`src/rtl/stepSeqPkg.sv`:
```
package stepSeqPkg;
  localparam int IDX_W       = 4;              // quarter-step index width
  localparam int QUARTER_LEN = 1 << IDX_W;     // 16 states
  localparam int HALF_LEN    = QUARTER_LEN / 2; // 8 states
  localparam int CODE_W      = 2;              // current select width
  localparam int NUM_WIND    = 2;
  localparam int QUAD        = QUARTER_LEN / 4; // 90 degrees in quarter steps

  typedef struct packed {
    logic advance;     // one state move this clock
    logic up;          // increment when set
    logic remap;       // table change this clock
    logic nextQuarter; // table in use after this clock
    logic curQuarter;  // table the index currently belongs to
  } seqStrobe_t;
endpackage

```
`src/rtl/stepSeqControl.sv`:
```
module stepSeqControl
  import stepSeqPkg::*;
(
  input  logic       clk,
  input  logic       rstN,
  input  logic       stepIn,
  input  logic       dirIn,
  input  logic       quarterMode,
  output seqStrobe_t strb
);
  logic stepQ;
  logic modeQ;

  // stepQ resets high so a step held through reset is not an edge
  always_ff @(posedge clk or negedge rstN) begin
    if (!rstN) begin
      stepQ <= 1'b1;
      modeQ <= 1'b0;
    end else begin
      stepQ <= stepIn;
      modeQ <= quarterMode;
    end
  end

  always_comb begin
    strb.advance     = stepIn & ~stepQ;
    strb.up          = dirIn;
    strb.remap       = quarterMode ^ modeQ;
    strb.nextQuarter = quarterMode;
    strb.curQuarter  = modeQ;
  end


  no_double_step_chk: assert property (@(posedge clk) disable iff (!rstN)
    strb.advance |=> !strb.advance);
endmodule

```
`src/rtl/stepSeqDatapath.sv`:
```
module stepSeqDatapath
  import stepSeqPkg::*;
(
  input  logic                             clk,
  input  logic                             rstN,
  input  seqStrobe_t                       strb,
  output logic [NUM_WIND-1:0]              phaseOut,
  output logic [NUM_WIND-1:0][CODE_W-1:0]  codeOut
);
  logic [IDX_W-1:0] idx;
  logic [IDX_W-1:0] baseIdx;
  logic [IDX_W-1:0] nextIdx;
  logic [IDX_W-1:0] angle;

  function automatic logic [CODE_W-1:0] ampCode(input logic [IDX_W-2:0] pos);
    case (pos)
      3'd0, 3'd1, 3'd7: ampCode = 2'b00;
      3'd2, 3'd6:       ampCode = 2'b01;
      3'd3, 3'd5:       ampCode = 2'b10;
      default:          ampCode = 2'b11;
    endcase
  endfunction

  always_comb begin
    baseIdx = idx;
    if (strb.remap)
      baseIdx = strb.nextQuarter ? {idx[IDX_W-2:0], 1'b0} : {1'b0, idx[IDX_W-1:1]};
    nextIdx = baseIdx;
    if (strb.advance)
      nextIdx = strb.up ? baseIdx + 1'b1 : baseIdx - 1'b1;
    if (!strb.nextQuarter)
      nextIdx[IDX_W-1] = 1'b0;
  end

  always_ff @(posedge clk or negedge rstN) begin
    if (!rstN) idx <= '0;
    else       idx <= nextIdx;
  end

  assign angle = strb.curQuarter ? idx : {idx[IDX_W-2:0], 1'b0};

  for (genvar w = 0; w < NUM_WIND; w++) begin : gWind
    localparam logic [IDX_W-1:0] OFFS = IDX_W'(QUARTER_LEN - QUAD * w);
    logic [IDX_W-1:0] windAngle;
    logic [IDX_W-1:0] phaseAngle;
    logic             heldPhase;
    logic             zeroAmp;

    assign windAngle  = angle + OFFS;
    assign phaseAngle = windAngle + IDX_W'(QUAD);
    assign codeOut[w] = ampCode(windAngle[IDX_W-2:0]);
    assign zeroAmp    = &codeOut[w];
    assign phaseOut[w] = zeroAmp ? heldPhase : phaseAngle[IDX_W-1];

    always_ff @(posedge clk or negedge rstN) begin
      if (!rstN) heldPhase <= 1'b0;
      else       heldPhase <= phaseOut[w];
    end


    phase_hold_chk: assert property (@(posedge clk) disable iff (!rstN)
      zeroAmp |-> $stable(phaseOut[w]));
  end


  idle_hold_chk: assert property (@(posedge clk) disable iff (!rstN)
    (!strb.advance && !strb.remap) |=> $stable(idx));

  quarter_wrap_chk: assert property (@(posedge clk) disable iff (!rstN)
    (strb.advance && strb.up && !strb.remap && strb.curQuarter && idx == 4'd15) |=> idx == 4'd0);

  half_wrap_chk: assert property (@(posedge clk) disable iff (!rstN)
    (strb.advance && !strb.up && !strb.remap && !strb.curQuarter && idx == 4'd0) |=> idx == 4'd7);

  remap_up_chk: assert property (@(posedge clk) disable iff (!rstN)
    (strb.remap && strb.nextQuarter && !strb.advance) |=> idx == {$past(idx[IDX_W-2:0]), 1'b0});

  half_range_chk: assert property (@(posedge clk) disable iff (!rstN)
    !strb.curQuarter |-> !idx[IDX_W-1]);
endmodule

```
`src/rtl/stepSeqGen.sv`:
```
module stepSeqGen
  import stepSeqPkg::*;
(
  input  logic       clk,
  input  logic       rstN,
  input  logic       stepIn,
  input  logic       dirIn,
  input  logic       quarterMode,
  output logic       phaseA,
  output logic [1:0] curSelA,
  output logic       phaseB,
  output logic [1:0] curSelB
);
  seqStrobe_t                      strb;
  logic [NUM_WIND-1:0]             phaseOut;
  logic [NUM_WIND-1:0][CODE_W-1:0] codeOut;

  stepSeqControl uCtrl (
    .clk(clk), .rstN(rstN), .stepIn(stepIn), .dirIn(dirIn),
    .quarterMode(quarterMode), .strb(strb)
  );

  stepSeqDatapath uData (
    .clk(clk), .rstN(rstN), .strb(strb),
    .phaseOut(phaseOut), .codeOut(codeOut)
  );

  assign phaseA  = phaseOut[0];
  assign curSelA = codeOut[0];
  assign phaseB  = phaseOut[1];
  assign curSelB = codeOut[1];
endmodule

```
`config.mk`:
```
export PLATFORM = sky130hd
export DESIGN_NAME = stepSeqGen
export DESIGN_NICKNAME = d
export VERILOG_FILES = /design/src/rtl/stepSeqPkg.sv /design/src/rtl/stepSeqControl.sv /design/src/rtl/stepSeqDatapath.sv /design/src/rtl/stepSeqGen.sv
export SDC_FILE = /design/constraint.sdc
export NUM_CORES = 1
export LEC_CHECK = 0
export ABC_AREA = 1
export CAP_MARGIN = 15
export CORE_AREA = 2 2 39 41
export CTS_BUF_LIST = sky130_fd_sc_hd__clkbuf_8
export CTS_CLUSTER_SIZE = 30
export DETAILED_ROUTE_END_ITERATION = 10
export DIE_AREA = 0 0 41 43
export GPL_TIMING_DRIVEN = 0
export PLACE_DENSITY_LB_ADDON = 0.15
export SYNTH_ARGS = -nofsm -noshare
export SYNTH_HDL_FRONTEND = slang
export SYNTH_HIERARCHICAL = 1
export SYNTH_SLANG_ARGS = --single-unit
export TNS_END_PERCENT = 50
```
`constraint.sdc`:
```
create_clock -name clk -period 2.1 [get_ports clk]
set_input_delay 0.315 -clock clk [delete_from_list [all_inputs] [get_ports clk]]
set_output_delay 0.315 -clock clk [all_outputs]
set_load 0.005 [all_outputs]
```
Word-level counts from Yosys, hierarchy flattened:

Cells that the tools add are included.

* bits in registers: 8
* output and inout port bits: 6
* logic and storage cells: 45

* add/sub/neg operators: 5
* eq/ne operators: 12
* mux-type cells: 10
* bitwise logic cells: 3
* reduce and logical (&&, ||, !) cells: 10

Operators by type and width (count)
* 4-bit 2-to-1 mux: 5
* 3-bit equality test, second input constant: 6
* 3-bit by 2-bit equality test with 1-bit output, second input constant: 4
* 2-bit one-hot mux with 3 select lines: 2
* 4-bit by 3-bit adder with 4-bit output, second input constant: 2
* 2-bit OR reduction: 4
* 3-bit by 1-bit equality test with 1-bit output, second input constant: 2
* 3-bit zero test: 2
* 3-bit OR reduction: 2
* 4-bit by 1-bit adder with 4-bit output, second input constant: 1
* 4-bit adder, second input constant: 1
* 2-bit AND reduction: 2
* 4-bit by 1-bit subtractor with 4-bit output, second input constant: 1
* 1-bit 2-to-1 mux: 3
* 1-bit bitwise AND: 1
* 1-bit NOT: 1
* 1-bit XOR: 1

Depth between registers and ports, before layout:

* word-level depth: 7
* mapped depth: 17

Cells and area by module:

The synthesis kept the hierarchy.

Modules (own cells, without submodules)
* stepSeqDatapath: instances 1, cells an instance 75, area an instance 513.0 um^2
* stepSeqControl: instances 1, cells an instance 12, area an instance 100.1 um^2

Worst setup path after synthesis:

Ideal clock, no wire load.

* path type: reg2reg
* start: reg uCtrl.modeQ
* end: reg uData.idx[3]
* setup time: 0.119 ns
* data arrival time: 1.724 ns
* data required time: 1.981 ns
* slack: 0.257 ns
* cell stages (with the launch flop): 17
* path through: dfrtp_1 -> inv_1 -> nand2_1 -> nand2_1 -> inv_2 -> a21oi_1 -> o21ai_0 -> o21ai_0 -> ha_1 -> nand2_1 -> inv_1 -> a21oi_1 -> nand2_1 -> nand2_1 -> nand2_1 -> nand2_1 -> nor2_2

RTL lines
* from (decl): RTL line stepSeqControl.sv:12 `logic modeQ;`
* from (signal assigned): RTL line stepSeqControl.sv:21 `modeQ <= quarterMode;`
* to (signal assigned): RTL line stepSeqDatapath.sv:37 `else idx <= nextIdx;`
* to (decl): RTL line stepSeqDatapath.sv:10 `logic [IDX_W-1:0] idx;`

Final worst setup path:

* start: reg uCtrl.modeQ
* end: out curSelB[1]

* longest elaborated chain between the ends: 5

Ends and longest elaborated chain
* 4-bit 2-to-1 mux *: RTL line stepSeqDatapath.sv:40 `assign angle = strb.curQuarter ? idx : {idx[IDX_W-2:0], 1'b0};`
* 4-bit adder *: RTL line stepSeqDatapath.sv:49 `assign windAngle = angle + OFFS;`
* 3-bit by 1-bit equality test with 1-bit output, or another cell as far along: RTL line stepSeqDatapath.sv:16 `case (pos)`
* 3-bit OR reduction / 2-bit OR reduction (equally long branches): RTL line stepSeqDatapath.sv:16
* 2-bit one-hot mux with 3 select lines *: RTL line stepSeqDatapath.sv:16
* to (decl): RTL line stepSeqGen.sv:12 `output logic [1:0] curSelB`

Every way passes the cells marked *; elsewhere a longest branch is shown, timed or not.

==> metrics.txt <==
critical path launch point type=register; min Tclk post-route=2100 ps; Mapped Nets=95; clk_lat worst skew=230 ps; #FFs+latches synth=8; drt initial violations=11; sequential cell area=slightly above 200 sq um; final count of hold timing violations=0; antenna cells=0; I/O Buffers=9; Worst Path Max Fanout=7; placed cells=112; filler instances=135; P&R area growth vs syn=35.9%; first-pass GRT wire length=1970 microns; met2 Usage GRT=27.5%; final wirelength=1210 microns; setup tns final=-3.13 ps; synthesized area=613 sq um; total gr overflow=0; Post-synth EDFFs=0; max-cap violation count=0; met1 usage=17.7%; GRT met3 Usage=9.42%; wire per inst=just over 10 microns; CTS Sinks=8; Synth async-reset ratio=100%; CTS Buf Count=3; worst setup margin=-3.13 ps; routed vias=583; clk buf depth=2; Power Density=989 mW/mm^2; reg-to-reg slack, setup=210 ps; Final #Nets=roughly 110; P_leak=roughly 0.45 nW; H-tree Lvls=1; Multi-input gate area=367 sq um; Slew Viols, Final=0; vias per inst=just under 5; reg2reg start=uCtrl/modeQ; Core Box Area=0.00138 sq mm; most frequent cells after synthesis=nand2_1 (23), inv_1 (15), o21ai_0 (8); Initial Utilization=44.3%; VDD IR-drop max=703 uV; Mean Syn Cell Area=7.05 sq um; top-count cell post-synth=nand2_1; die width=41 microns; violated checks=setup timing; gpl congestion=about 0.80; DR DRC count=0; Die ar.=around 0.0018 sq mm; Tcrit/Tclk final=100%; Worst Setup Path Type=register to primary output; root buffer cell=clkbuf_8; Synth warnings=6; status=finished with violations; Area contributors post-synth=dfrtp_1 (29%), nand2_1 (14%), inv_1 (9.2%); pin count of the biggest net entering global routing=9; Yosys top cell by area=dfrtp_1; worst-case reg-to-reg path depth=14; boundary pin count=11; r2r endpoint=uData/idx[3]; max_slew headroom=between 70% and 80%; number of global-route vias before repair=511; skew final=7.72 ps; Cell Count, Final, Fillers Out=119; share of the synthesized area in the top cell type=28.6%; Reg clk slew, reported paths=40 ps; DP Wirelength=884 microns; Required @ worst endpoint=1780 ps; Cell Rows=14; Max Freq=475 MHz; hold buffer count at cts=0; global routing's busiest layer=met2; Synth Instances=87; Hold WS=359 ps; post-synthesis sequential area ratio=32.9%; final setup vio count=1; CP Data Arrival Time=approximately 1800 ps; Pre-Repair DR Iteration Count=4; initial antenna violation count=0; Final Power=between 800 and 900 uW; RSZ-0062 raised after global routing=yes; most common flop cell mapped by yosys=dfrtp_1; Worst-Margin Slew=351 ps; layout cells sized above 1=24.3%; gr usage total=16.8%; Routed Antenna Nets=0; die height=43 microns; Hold WC Path Type=input port to async pin; CTS tree=built; Distinct cells, synth=22; Critical Path End Type=primary output
[per-stage QoR]
stage               instance area [sq um]  util [%]  setup slack [ps]
floorplan                             613         -               257
finish                                833      60.2             -3.13
CTS                                   812      58.7             -5.82
global placement                      723      52.3              -380
detailed placement                    723      52.3              -409
global route                          833      60.2             -87.5
[registers in the layout (all words and copies together) (netlist names)]
name	flops
uCtrl/stepQ	1
uCtrl/modeQ	1
uData/idx	4
uData/gWind.heldPhase	2
[worst max-delay path, stage by stage, from the launching register on]
cell	delay, ps
dfrtp_1	400
buf_6	150
a21oi_4	180
inv_1	110
nand2_1	80
o311a_1	150
clkdlybuf4s50_1	490
[where the power goes]
| part | internal [mW] | total (mW) | switching (mW) | leakage [nW] |
|---|---|---|---|---|
| logic | 0.201 | 0.402 | 0.201 | 0.329 |
| clock network | 0.126 | 0.186 | 0.0599 | 0.0269 |
| registers | 0.195 | 0.235 | 0.0400 | 0.0968 |
[layout by cell type (no fill, tap or decap)]
cell type / Yosys / final
a21oi_1: 4 / 3
a21oi_2: 1 / 1
a21oi_4: 0 / 1
buf_4: 3 / 5
buf_6: 0 / 1
clkbuf_8: 0 / 3
clkdlybuf4s50_1: 0 / 6
dfrtp_1: 7 / 6
dfrtp_2: 0 / 1
dfstp_2: 1 / 1
dlygate4sd2_1: 0 / 2
dlymetal6s2s_1: 0 / 1
fa_1: 1 / 1
ha_1: 2 / 2
inv_1: 15 / 16
inv_2: 1 / 1
nand2_1: 23 / 22
nand2_2: 3 / 4
nand3_1: 3 / 3
nand3_2: 1 / 1
nor2_1: 6 / 5
nor2_2: 1 / 2
o21ai_0: 8 / 6
o21ai_2: 1 / 2
o21ai_4: 0 / 1
o22ai_1: 2 / 1
o22ai_2: 0 / 1
o311a_1: 1 / 1
o31ai_1: 1 / 1
xnor2_1: 1 / 1
xor2_1: 1 / 1
[final cells by class]
class                           instances  area share (%)
Multi-Input combinational cell         60            44.0
Buffer                                  3            3.15
Tap cell                               16            2.40
Inverter                               16            7.21
Timing Repair Buffer                   12            13.5
Clock inverter                          1           0.450
Sequential cell                         8            24.3
Clock buffer                            3            4.95
[logic make-up after synthesis]
logic type / after synthesis / synth area share [%]
AND/OR/NAND/NOR: 37 / 25.9
XOR/XNOR: 2 / 2.86
buffers and inverters: 19 / 13.5
AO/OA/AOI/OAI: 18 / 17.6
flip-flops: 8 / 32.9
adder cells (fa/ha/maj): 3 / 7.35
[timing repair]
action                     CTS  global route
setup endpoints to repair    4             4
buffers inserted             3             0
gates resized for setup      8             7
pin swaps                    4             1
[per-layer routing]
metal	vias to the layer above	part of all wire (%)
li1	302	-
met1	270	43
met2	11	52
met3	0	4.4
met4	0	0
met5	-	0
[how the worst max path moves through the flow]
stage | cells past startpoint | slack (ps) | startpoint | endpoint
global route | 6 | -90 | uCtrl/modeQ | curSelB[1]
detailed placement | 14 | -410 | quarterMode | uData/idx[3]
global placement | 14 | -380 | quarterMode | uData/idx[3]
CTS | 6 | -6 | uCtrl/modeQ | curSelB[1]
finish | 6 | -3 | uCtrl/modeQ | curSelB[1]
floorplan | 16 | 260 | uCtrl/modeQ | uData/idx[3]
(Power assumes the default switching activity.)
